### src/rtl/rxs_pkg.sv
package rxs_pkg;
  localparam int PHIT_W = 32;
  localparam int SRC_W  = 4;
  localparam int SEQ_W  = 7;
  localparam int FID_W  = 13;
  localparam int SUM_W  = 32;

  typedef struct packed {
    logic [1:0]       marker;
    logic             rq;
    logic             rp;
    logic [SRC_W-1:0] src;
    logic [SRC_W-1:0] dst;
    logic [SEQ_W-1:0] seq;
    logic [FID_W-1:0] fid;
  } hdr_t;

  typedef struct packed {
    logic [SRC_W-1:0]  src;
    logic [SRC_W-1:0]  dst;
    logic [FID_W-1:0]  fid;
    logic [PHIT_W-1:0] stamp;
  } rsp_t;

  typedef enum logic [1:0] {K_ONEWAY, K_REQ, K_RSP} kind_t;

  function automatic kind_t classify(input hdr_t h);
    if (h.marker == 2'b11 && h.rp && !h.rq) return K_RSP;
    if (h.rq) return K_REQ;
    return K_ONEWAY;
  endfunction

  function automatic logic [SUM_W-1:0] sat_add(input logic [SUM_W-1:0] a,
                                               input logic [SUM_W-1:0] b);
    logic [SUM_W:0] t;
    t = {1'b0, a} + {1'b0, b};
    return t[SUM_W] ? {SUM_W{1'b1}} : t[SUM_W-1:0];
  endfunction

  function automatic logic [SUM_W-1:0] elapsed(input logic [SUM_W-1:0] now,
                                               input logic [SUM_W-1:0] stamp);
    return now - stamp;
  endfunction
endpackage

### src/rtl/rxs_seq_track.sv
module rxs_seq_track #(
  parameter int SRC_W = 4,
  parameter int SEQ_W = 7
) (
  input  logic             clk,
  input  logic             rst_n,
  input  logic             i_chk,
  input  logic [SRC_W-1:0] i_src,
  input  logic [SEQ_W-1:0] i_seq,
  output logic             o_pulse,
  output logic             o_sticky
);
  localparam int N_SRC = 1 << SRC_W;

  logic [SEQ_W-1:0] exp_q [N_SRC];
  logic             bad;

  assign bad = i_chk && (i_seq != exp_q[i_src]);

  always_ff @(posedge clk or negedge rst_n) begin
    if (!rst_n) begin
      for (int s = 0; s < N_SRC; s++) exp_q[s] <= '0;
      o_pulse  <= 1'b0;
      o_sticky <= 1'b0;
    end else begin
      o_pulse <= bad;
      if (bad) o_sticky <= 1'b1;
      if (i_chk) exp_q[i_src] <= i_seq + 1'b1;
    end
  end

  a_r8_pulse_flag: assert property (@(posedge clk) disable iff (!rst_n)
    o_pulse |-> o_sticky);
  a_r8_flag_sticky: assert property (@(posedge clk) disable iff (!rst_n)
    o_sticky |=> o_sticky);
endmodule

### src/rtl/rxs_rsp_slot.sv
module rxs_rsp_slot #(
  parameter int W = 53
) (
  input  logic         clk,
  input  logic         rst_n,
  input  logic         i_load,
  input  logic [W-1:0] i_data,
  output logic         o_valid,
  input  logic         i_ready,
  output logic [W-1:0] o_data,
  output logic         o_can_take
);
  logic         full_q;
  logic [W-1:0] data_q;

  assign o_can_take = !full_q || i_ready;
  assign o_valid    = full_q;
  assign o_data     = data_q;

  always_ff @(posedge clk or negedge rst_n) begin
    if (!rst_n) begin
      full_q <= 1'b0;
      data_q <= '0;
    end else if (i_load) begin
      full_q <= 1'b1;
      data_q <= i_data;
    end else if (full_q && i_ready) begin
      full_q <= 1'b0;
    end
  end

  a_r4_hold: assert property (@(posedge clk) disable iff (!rst_n)
    (o_valid && !i_ready) |=> (o_valid && $stable(o_data)));
  a_r4_no_overwrite: assert property (@(posedge clk) disable iff (!rst_n)
    i_load |-> o_can_take);
endmodule

### src/rtl/rxs_stats.sv
module rxs_stats
  import rxs_pkg::*;
#(
  parameter int BIT_W = 48,
  parameter int CNT_W = 24,
  parameter int NCH   = 2
) (
  input  logic                      clk,
  input  logic                      rst_n,
  input  logic                      i_phit_acc,
  input  logic [NCH-1:0]            i_done,
  input  logic [SUM_W-1:0]          i_lat,
  output logic [BIT_W-1:0]          o_bits,
  output logic [NCH-1:0][SUM_W-1:0] o_sum,
  output logic [NCH-1:0][CNT_W-1:0] o_cnt
);
  localparam logic [BIT_W-1:0] STEP = BIT_W'(PHIT_W);

  always_ff @(posedge clk or negedge rst_n) begin
    if (!rst_n) o_bits <= '0;
    else if (i_phit_acc) o_bits <= o_bits + STEP;
  end

  a_r1_bits_step: assert property (@(posedge clk) disable iff (!rst_n)
    i_phit_acc |=> (o_bits == $past(o_bits) + STEP));

  for (genvar g = 0; g < NCH; g++) begin : g_ch
    always_ff @(posedge clk or negedge rst_n) begin
      if (!rst_n) begin
        o_sum[g] <= '0;
        o_cnt[g] <= '0;
      end else if (i_done[g]) begin
        o_sum[g] <= sat_add(o_sum[g], i_lat);
        o_cnt[g] <= o_cnt[g] + 1'b1;
      end
    end

    a_r7_sum_mono: assert property (@(posedge clk) disable iff (!rst_n)
      i_done[g] |=> (o_sum[g] >= $past(o_sum[g])));
  end
endmodule

### src/rtl/rxs_node_sink.sv
module rxs_node_sink
  import rxs_pkg::*;
#(
  parameter int TO_W      = 16,
  parameter int BIT_W     = 48,
  parameter int CNT_W     = 24,
  parameter int RSP_FLITS = 3
) (
  input  logic              clk,
  input  logic              rst_n,
  input  logic [31:0]       i_time,
  input  logic [TO_W-1:0]   i_timeout,
  input  logic              i_phit_valid,
  input  logic [31:0]       i_phit,
  output logic              o_phit_ready,
  output logic              o_rsp_valid,
  input  logic              i_rsp_ready,
  output logic [3:0]        o_rsp_src,
  output logic [3:0]        o_rsp_dst,
  output logic [12:0]       o_rsp_fid,
  output logic [31:0]       o_rsp_stamp,
  output logic              o_order_pulse,
  output logic              o_err_order,
  output logic              o_err_lost,
  output logic [BIT_W-1:0]  o_bits,
  output logic [31:0]       o_ow_sum,
  output logic [CNT_W-1:0]  o_ow_cnt,
  output logic [31:0]       o_rt_sum,
  output logic [CNT_W-1:0]  o_rt_cnt
);
  localparam int N_SRC = 1 << SRC_W;
  localparam int GRP_W = (RSP_FLITS > 1) ? $clog2(RSP_FLITS) : 1;
  localparam logic [GRP_W-1:0] GRP_LAST = GRP_W'(RSP_FLITS - 1);

  typedef enum logic {S_HEAD, S_BODY} st_t;

  st_t              state;
  kind_t            kind_q;
  logic [SRC_W-1:0] src_q, dst_q;
  logic [FID_W-1:0] fid_q;
  logic [TO_W-1:0]  wait_cnt;
  logic [GRP_W-1:0] grp_q [N_SRC];

  hdr_t             hdr_in;
  logic [SUM_W-1:0] lat;
  rsp_t             rsp_in, rsp_out;
  logic             can_take;

  // named events for the checks below
  logic phit_acc, head_acc, body_acc, lost_evt, ow_done, rt_done, req_load, grp_end;

  assign hdr_in   = hdr_t'(i_phit);
  assign lat      = elapsed(i_time, i_phit);
  assign phit_acc = i_phit_valid && can_take;
  assign head_acc = phit_acc && state == S_HEAD;
  assign body_acc = phit_acc && state == S_BODY;
  assign lost_evt = state == S_BODY && !i_phit_valid && wait_cnt == i_timeout;
  assign grp_end  = grp_q[src_q] == GRP_LAST;
  assign ow_done  = body_acc && kind_q == K_ONEWAY;
  assign rt_done  = body_acc && kind_q == K_RSP && grp_end;
  assign req_load = body_acc && kind_q == K_REQ;
  assign rsp_in   = '{src: src_q, dst: dst_q, fid: fid_q, stamp: i_phit};

  always_ff @(posedge clk or negedge rst_n) begin
    if (!rst_n) begin
      state    <= S_HEAD;
      kind_q   <= K_ONEWAY;
      src_q    <= '0;
      dst_q    <= '0;
      fid_q    <= '0;
      wait_cnt <= '0;
    end else if (head_acc) begin
      state    <= S_BODY;
      kind_q   <= classify(hdr_in);
      src_q    <= hdr_in.src;
      dst_q    <= hdr_in.dst;
      fid_q    <= hdr_in.fid;
      wait_cnt <= '0;
    end else if (body_acc || lost_evt) begin
      state <= S_HEAD;
    end else if (state == S_BODY && !i_phit_valid) begin
      wait_cnt <= wait_cnt + 1'b1;
    end
  end

  always_ff @(posedge clk or negedge rst_n) begin
    if (!rst_n) begin
      for (int s = 0; s < N_SRC; s++) grp_q[s] <= '0;
    end else if (body_acc && kind_q == K_RSP) begin
      grp_q[src_q] <= grp_end ? '0 : grp_q[src_q] + 1'b1;
    end
  end

  always_ff @(posedge clk or negedge rst_n) begin
    if (!rst_n) o_err_lost <= 1'b0;
    else if (lost_evt) o_err_lost <= 1'b1;
  end

  rxs_seq_track #(.SRC_W(SRC_W), .SEQ_W(SEQ_W)) i_seq (
    .clk(clk), .rst_n(rst_n), .i_chk(head_acc), .i_src(hdr_in.src),
    .i_seq(hdr_in.seq), .o_pulse(o_order_pulse), .o_sticky(o_err_order));

  rxs_rsp_slot #(.W($bits(rsp_t))) i_slot (
    .clk(clk), .rst_n(rst_n), .i_load(req_load), .i_data(rsp_in),
    .o_valid(o_rsp_valid), .i_ready(i_rsp_ready), .o_data(rsp_out),
    .o_can_take(can_take));

  logic [1:0][SUM_W-1:0] sums;
  logic [1:0][CNT_W-1:0] cnts;

  rxs_stats #(.BIT_W(BIT_W), .CNT_W(CNT_W), .NCH(2)) i_stats (
    .clk(clk), .rst_n(rst_n), .i_phit_acc(phit_acc), .i_done({rt_done, ow_done}),
    .i_lat(lat), .o_bits(o_bits), .o_sum(sums), .o_cnt(cnts));

  assign o_phit_ready = can_take;
  assign o_rsp_src    = rsp_out.src;
  assign o_rsp_dst    = rsp_out.dst;
  assign o_rsp_fid    = rsp_out.fid;
  assign o_rsp_stamp  = rsp_out.stamp;
  assign o_ow_sum     = sums[0];
  assign o_ow_cnt     = cnts[0];
  assign o_rt_sum     = sums[1];
  assign o_rt_cnt     = cnts[1];

  a_r2_offer_after_request: assert property (@(posedge clk) disable iff (!rst_n)
    req_load |=> o_rsp_valid);
  a_r3_no_offer: assert property (@(posedge clk) disable iff (!rst_n)
    (body_acc && kind_q != K_REQ && !o_rsp_valid) |=> !o_rsp_valid);
  a_r9_lost_flag: assert property (@(posedge clk) disable iff (!rst_n)
    lost_evt |=> (o_err_lost && !body_acc));
  a_r5_rt_step: assert property (@(posedge clk) disable iff (!rst_n)
    (o_rt_cnt != $past(o_rt_cnt)) |-> $past(rt_done));
endmodule

### config.mk
export PLATFORM = sky130hd
export DESIGN_NAME = rxs_node_sink
export DESIGN_NICKNAME = d
export VERILOG_FILES = /design/src/rtl/rxs_pkg.sv /design/src/rtl/rxs_seq_track.sv /design/src/rtl/rxs_rsp_slot.sv /design/src/rtl/rxs_stats.sv /design/src/rtl/rxs_node_sink.sv
export SDC_FILE = /design/constraint.sdc
export NUM_CORES = 1
export LEC_CHECK = 0
export BUFFER_PORTS_ARGS = -buffer_cell sky130_fd_sc_hd__clkbuf_2
export CELL_PAD_IN_SITES_DETAIL_PLACEMENT = 1
export CELL_PAD_IN_SITES_GLOBAL_PLACEMENT = 1
export CORE_MARGIN = 3
export CORE_UTILIZATION = 40
export CTS_BUF_LIST = sky130_fd_sc_hd__clkbuf_8
export DETAILED_ROUTE_END_ITERATION = 6
export GPL_ROUTABILITY_DRIVEN = 0
export MAX_ROUTING_LAYER = met4
export PLACE_DENSITY = 0.8
export SYNTH_ARGS = -nofsm -noshare
export SYNTH_HDL_FRONTEND = slang
export SYNTH_SLANG_ARGS = --single-unit
export TNS_END_PERCENT = 100
### constraint.sdc
create_clock -name clk -period 3.52 [get_ports clk]
set_clock_uncertainty 0.2 [all_clocks]
set_input_delay 0.704 -clock clk [delete_from_list [all_inputs] [get_ports clk]]
set_output_delay 0.704 -clock clk [all_outputs]
set_load 0.03 [all_outputs]
==> results.tsv <==
stage	metric	value	unit
power	Pleak	0.0143	µW
flow_run	max_cap viols	0	
synth	EDFF count, synth	0	
die	total die area	56900	µm²
critical_path	Worst Setup End Kind	flip-flop	
sta	max-slew violation count	0	
global_route	all-layer global routing usage	29.2	%
sta	TNS Setup	-97.98	ns
sta	Setup-failing EPs final	64	
global_route	initial antenna violation count	6	
clock_tree	Clock Sinks	396	
critical_path	worst r2r path cells	12	
synth	Post-Synthesis Cells	2115	
clock_tree	Bufs on Longest Clock Path	3	
final_layout	leading cell types in the layout, fill and taps excluded	dfrtp_1, buf_4, clkbuf_2	
die	chip height	239	µm
critical_path	Worst path slowest cell	fa_2	
placement	Post-DP HPWL	56400	µm
final_layout	most common cell after layout, fill and taps aside	dfrtp_1	
sta	Least-Margin Pin Slew	0.830	ns
global_route	vias in the first global route	22400	
die	I/O pin count	302	
die	Die W	239	µm
synth	register area share after synthesis	45.8	%
power	pwr dens	703	nW/µm²
clock_tree	Clock transition at path regs	0.06	ns
synth	asr flop ratio synth	100	%
critical_path	CP Launch Type	input pin	
die	Starting Density	40.8	%
placement	Post-Place Worst Slack	-2.03	ns
routing	1st-iter DRT viols	1508	
critical_path	crit path DAT	5.65	ns
synth	Yosys Warn Count	0	
sta	final setup margin	-1.73	ns
synth	synthesized flop and latch total	396	
die	placement row count	84	
run_status	failing checks	setup timing	
clock_tree	CTS tree	done	
clock_tree	Num CTS Buffers	74	
routing	Post-Route WL	87100	µm
final_layout	share of cells above drive strength 1	38.3	%
critical_path	most used cell, CP	nand4_1	
clock_tree	H-tree Lvls	3	
placement	IO Port Bufs	296	
critical_path	CP Depth	25	
run_status	status	finished, violations left	
synth	Synth Cell Area	21600	µm²
sta	relative slew slack	44.4	%
critical_path	CP delay by family, top	compound AO/OA/AOI/OAI gates	
critical_path	critical path peak fanout	5	
synth	post-synth cell types	80	
sta	RSZ-0062 raised after global routing	yes	
routing	Final ANT Viol Nets	0	
sta	crit path time final	5.25	ns
synth	Post-Syn Area per Cell	10.2	µm²
global_route	total grt overflow	0	
hold_path	Worst Hold Depth	3	
routing	Vias	20667	
synth	Post-synth top flop	dfrtp_1	
power	maximum VDD drop	363	µV
critical_path	max incr delay on CP	0.41	ns
routing	routed len/inst	24.5	µm
critical_path	Critical Path RT	3.92	ns
critical_path	Setup CP Type	input pin to flip-flop	
final_layout	Final #Nets	2991	
routing	DR pass1 iterations	5	
clock_tree	clk_lat worst skew	0.69	ns
sta	Final period util	149	%
critical_path	worst path bufs/invs	7	
global_route	pin count of the biggest net entering global routing	74	
clock_tree	cell chosen for the clock root	clkbuf_8	
sta	fmax	191	MHz
routing	DRC violations left	0	
hold_path	Hold Path Class	input pin to flip-flop	
global_route	first-pass GRT wire length	127000	µm
final_layout	Final Util	55.4	%
routing	DR vias/cell	5.81	
final_layout	area grow syn2layout	35.8	%
sta	Final Hold Fails	0	
die	core footprint	53100	µm²
flip-flops by register name, indices dropped and copies added, names as in the netlist, 2 cells and up:
| signal | flops |
|---|---|
| wait_cnt | 16 |
| i_stats.o_bits | 43 |
| src_q | 4 |
| kind_q | 2 |
| fid_q | 13 |
| dst_q | 4 |
| i_stats.o_sum | 64 |
| i_seq.exp_q | 112 |
| i_stats.o_cnt | 48 |
| i_slot.o_data | 53 |
| grp_q | 32 |
layer usage:
metal / track usage, % / share of wire [%]
met3: 5.99 / 6.9
met4: 12.6 / 5.6
met2: 48.9 / 48
met1: 34.1 / 39
met5: - / 0
Yosys cell counts, drive strengths merged (15+ instances only):
library cell	instances	area share, %
buf	27	0.76
nand2b	19	0.55
and3	42	1.2
clkbuf	71	1.2
o21a	15	0.52
nand2	205	3.6
dfrtp	396	46
xnor2	144	5.8
ha	102	5.9
nand3	66	1.5
o22a	34	1.4
nor3	21	0.49
mux4	44	4.6
nor2	186	3.2
a21oi	166	3.9
nand4	31	0.90
xor2	58	2.3
inv	60	1.0
mux2	86	4.5
a21o	45	1.6
o21ai	126	2.9
nor2b	15	0.43
where the power goes:
group          internal, µW  leakage, µW  switching (µW)  total [µW]
sequential             5790      0.00506            1000        6790
clock                  2550     0.000895            2230        4780
combinational          3870      0.00835            5220        9090
total                 12200       0.0143            8460       20700
cell families after synthesis:
| kind of cell | synth area share, % |
|---|---|
| other | 0.0173 |
| xor gates and xnor gates | 8.17 |
| DFF | 45.8 |
| AOI/OAI and AO/OA | 13.6 |
| and+or+nand+nor | 13.9 |
| muxes | 9.26 |
| buffers and inverters | 3.04 |
| adders and majority gates | 6.17 |
layout make-up:
class / instances / area (µm²)
Fill cell: 5889 / 23700
Multi-Input combinational cell: 1565 / 12000
Sequential cell: 396 / 9910
Timing Repair Buffer: 705 / 4810
Clock buffer: 96 / 1320
Tap cell: 688 / 861
Inverter: 60 / 238
Clock inverter: 40 / 229
Antenna cell: 7 / 17.5
path summary, 6_finish.rpt:
kind,end,startpoint,slack (ns)
worst max-delay path,i_stats.o_sum[44],i_time[0],-1.73
worst min-delay path,fid_q[4],i_phit[4],0.18
worst max register to register,i_stats.o_sum[54],i_stats.o_sum[32],-0.62
worst min register to register,i_stats.o_cnt[23],i_stats.o_cnt[23],0.28
max in group asynchronous,i_stats.o_cnt[10],rst_n,1.67
min in group asynchronous,i_stats.o_sum[26],rst_n,0.41
metrics by stage:
stage	instance area, µm²	total power (µW)	hold slack [ns]	cells
2_1_floorplan	21800	11500	0.208	2119
3_3_place_gp	26500	14300	0.256	3362
3_5_place_dp	26500	14900	0.263	3362
4_1_cts	28900	20000	0.125	3534
5_1_grt	29400	21700	0.183	3556
6_report	29400	20700	0.183	3557
worst register-to-register path: stages (launching register included):
cell and delay, ns:
dfrtp_1 0.41, ha_1 0.25, fa_1 0.42, a211oi_1 0.23, nor2_1 0.11, o31ai_2 0.68
a2111oi_4 0.20, buf_4 0.22, o311ai_4 0.32, o2111ai_4 0.27, or4_4 0.53, o221ai_4 0.12
nor2_4 0.07
repair_timing:
action                     CTS  global route
hold endpoints to repair    63             0
setup endpoints to repair   64            64
resized for setup           90            85
pin swaps                   49            48
buffers inserted            32            19
hold buffers                 1             0
cloned                       3             2
No activity file was read; power rests on OpenSTA's default activity.
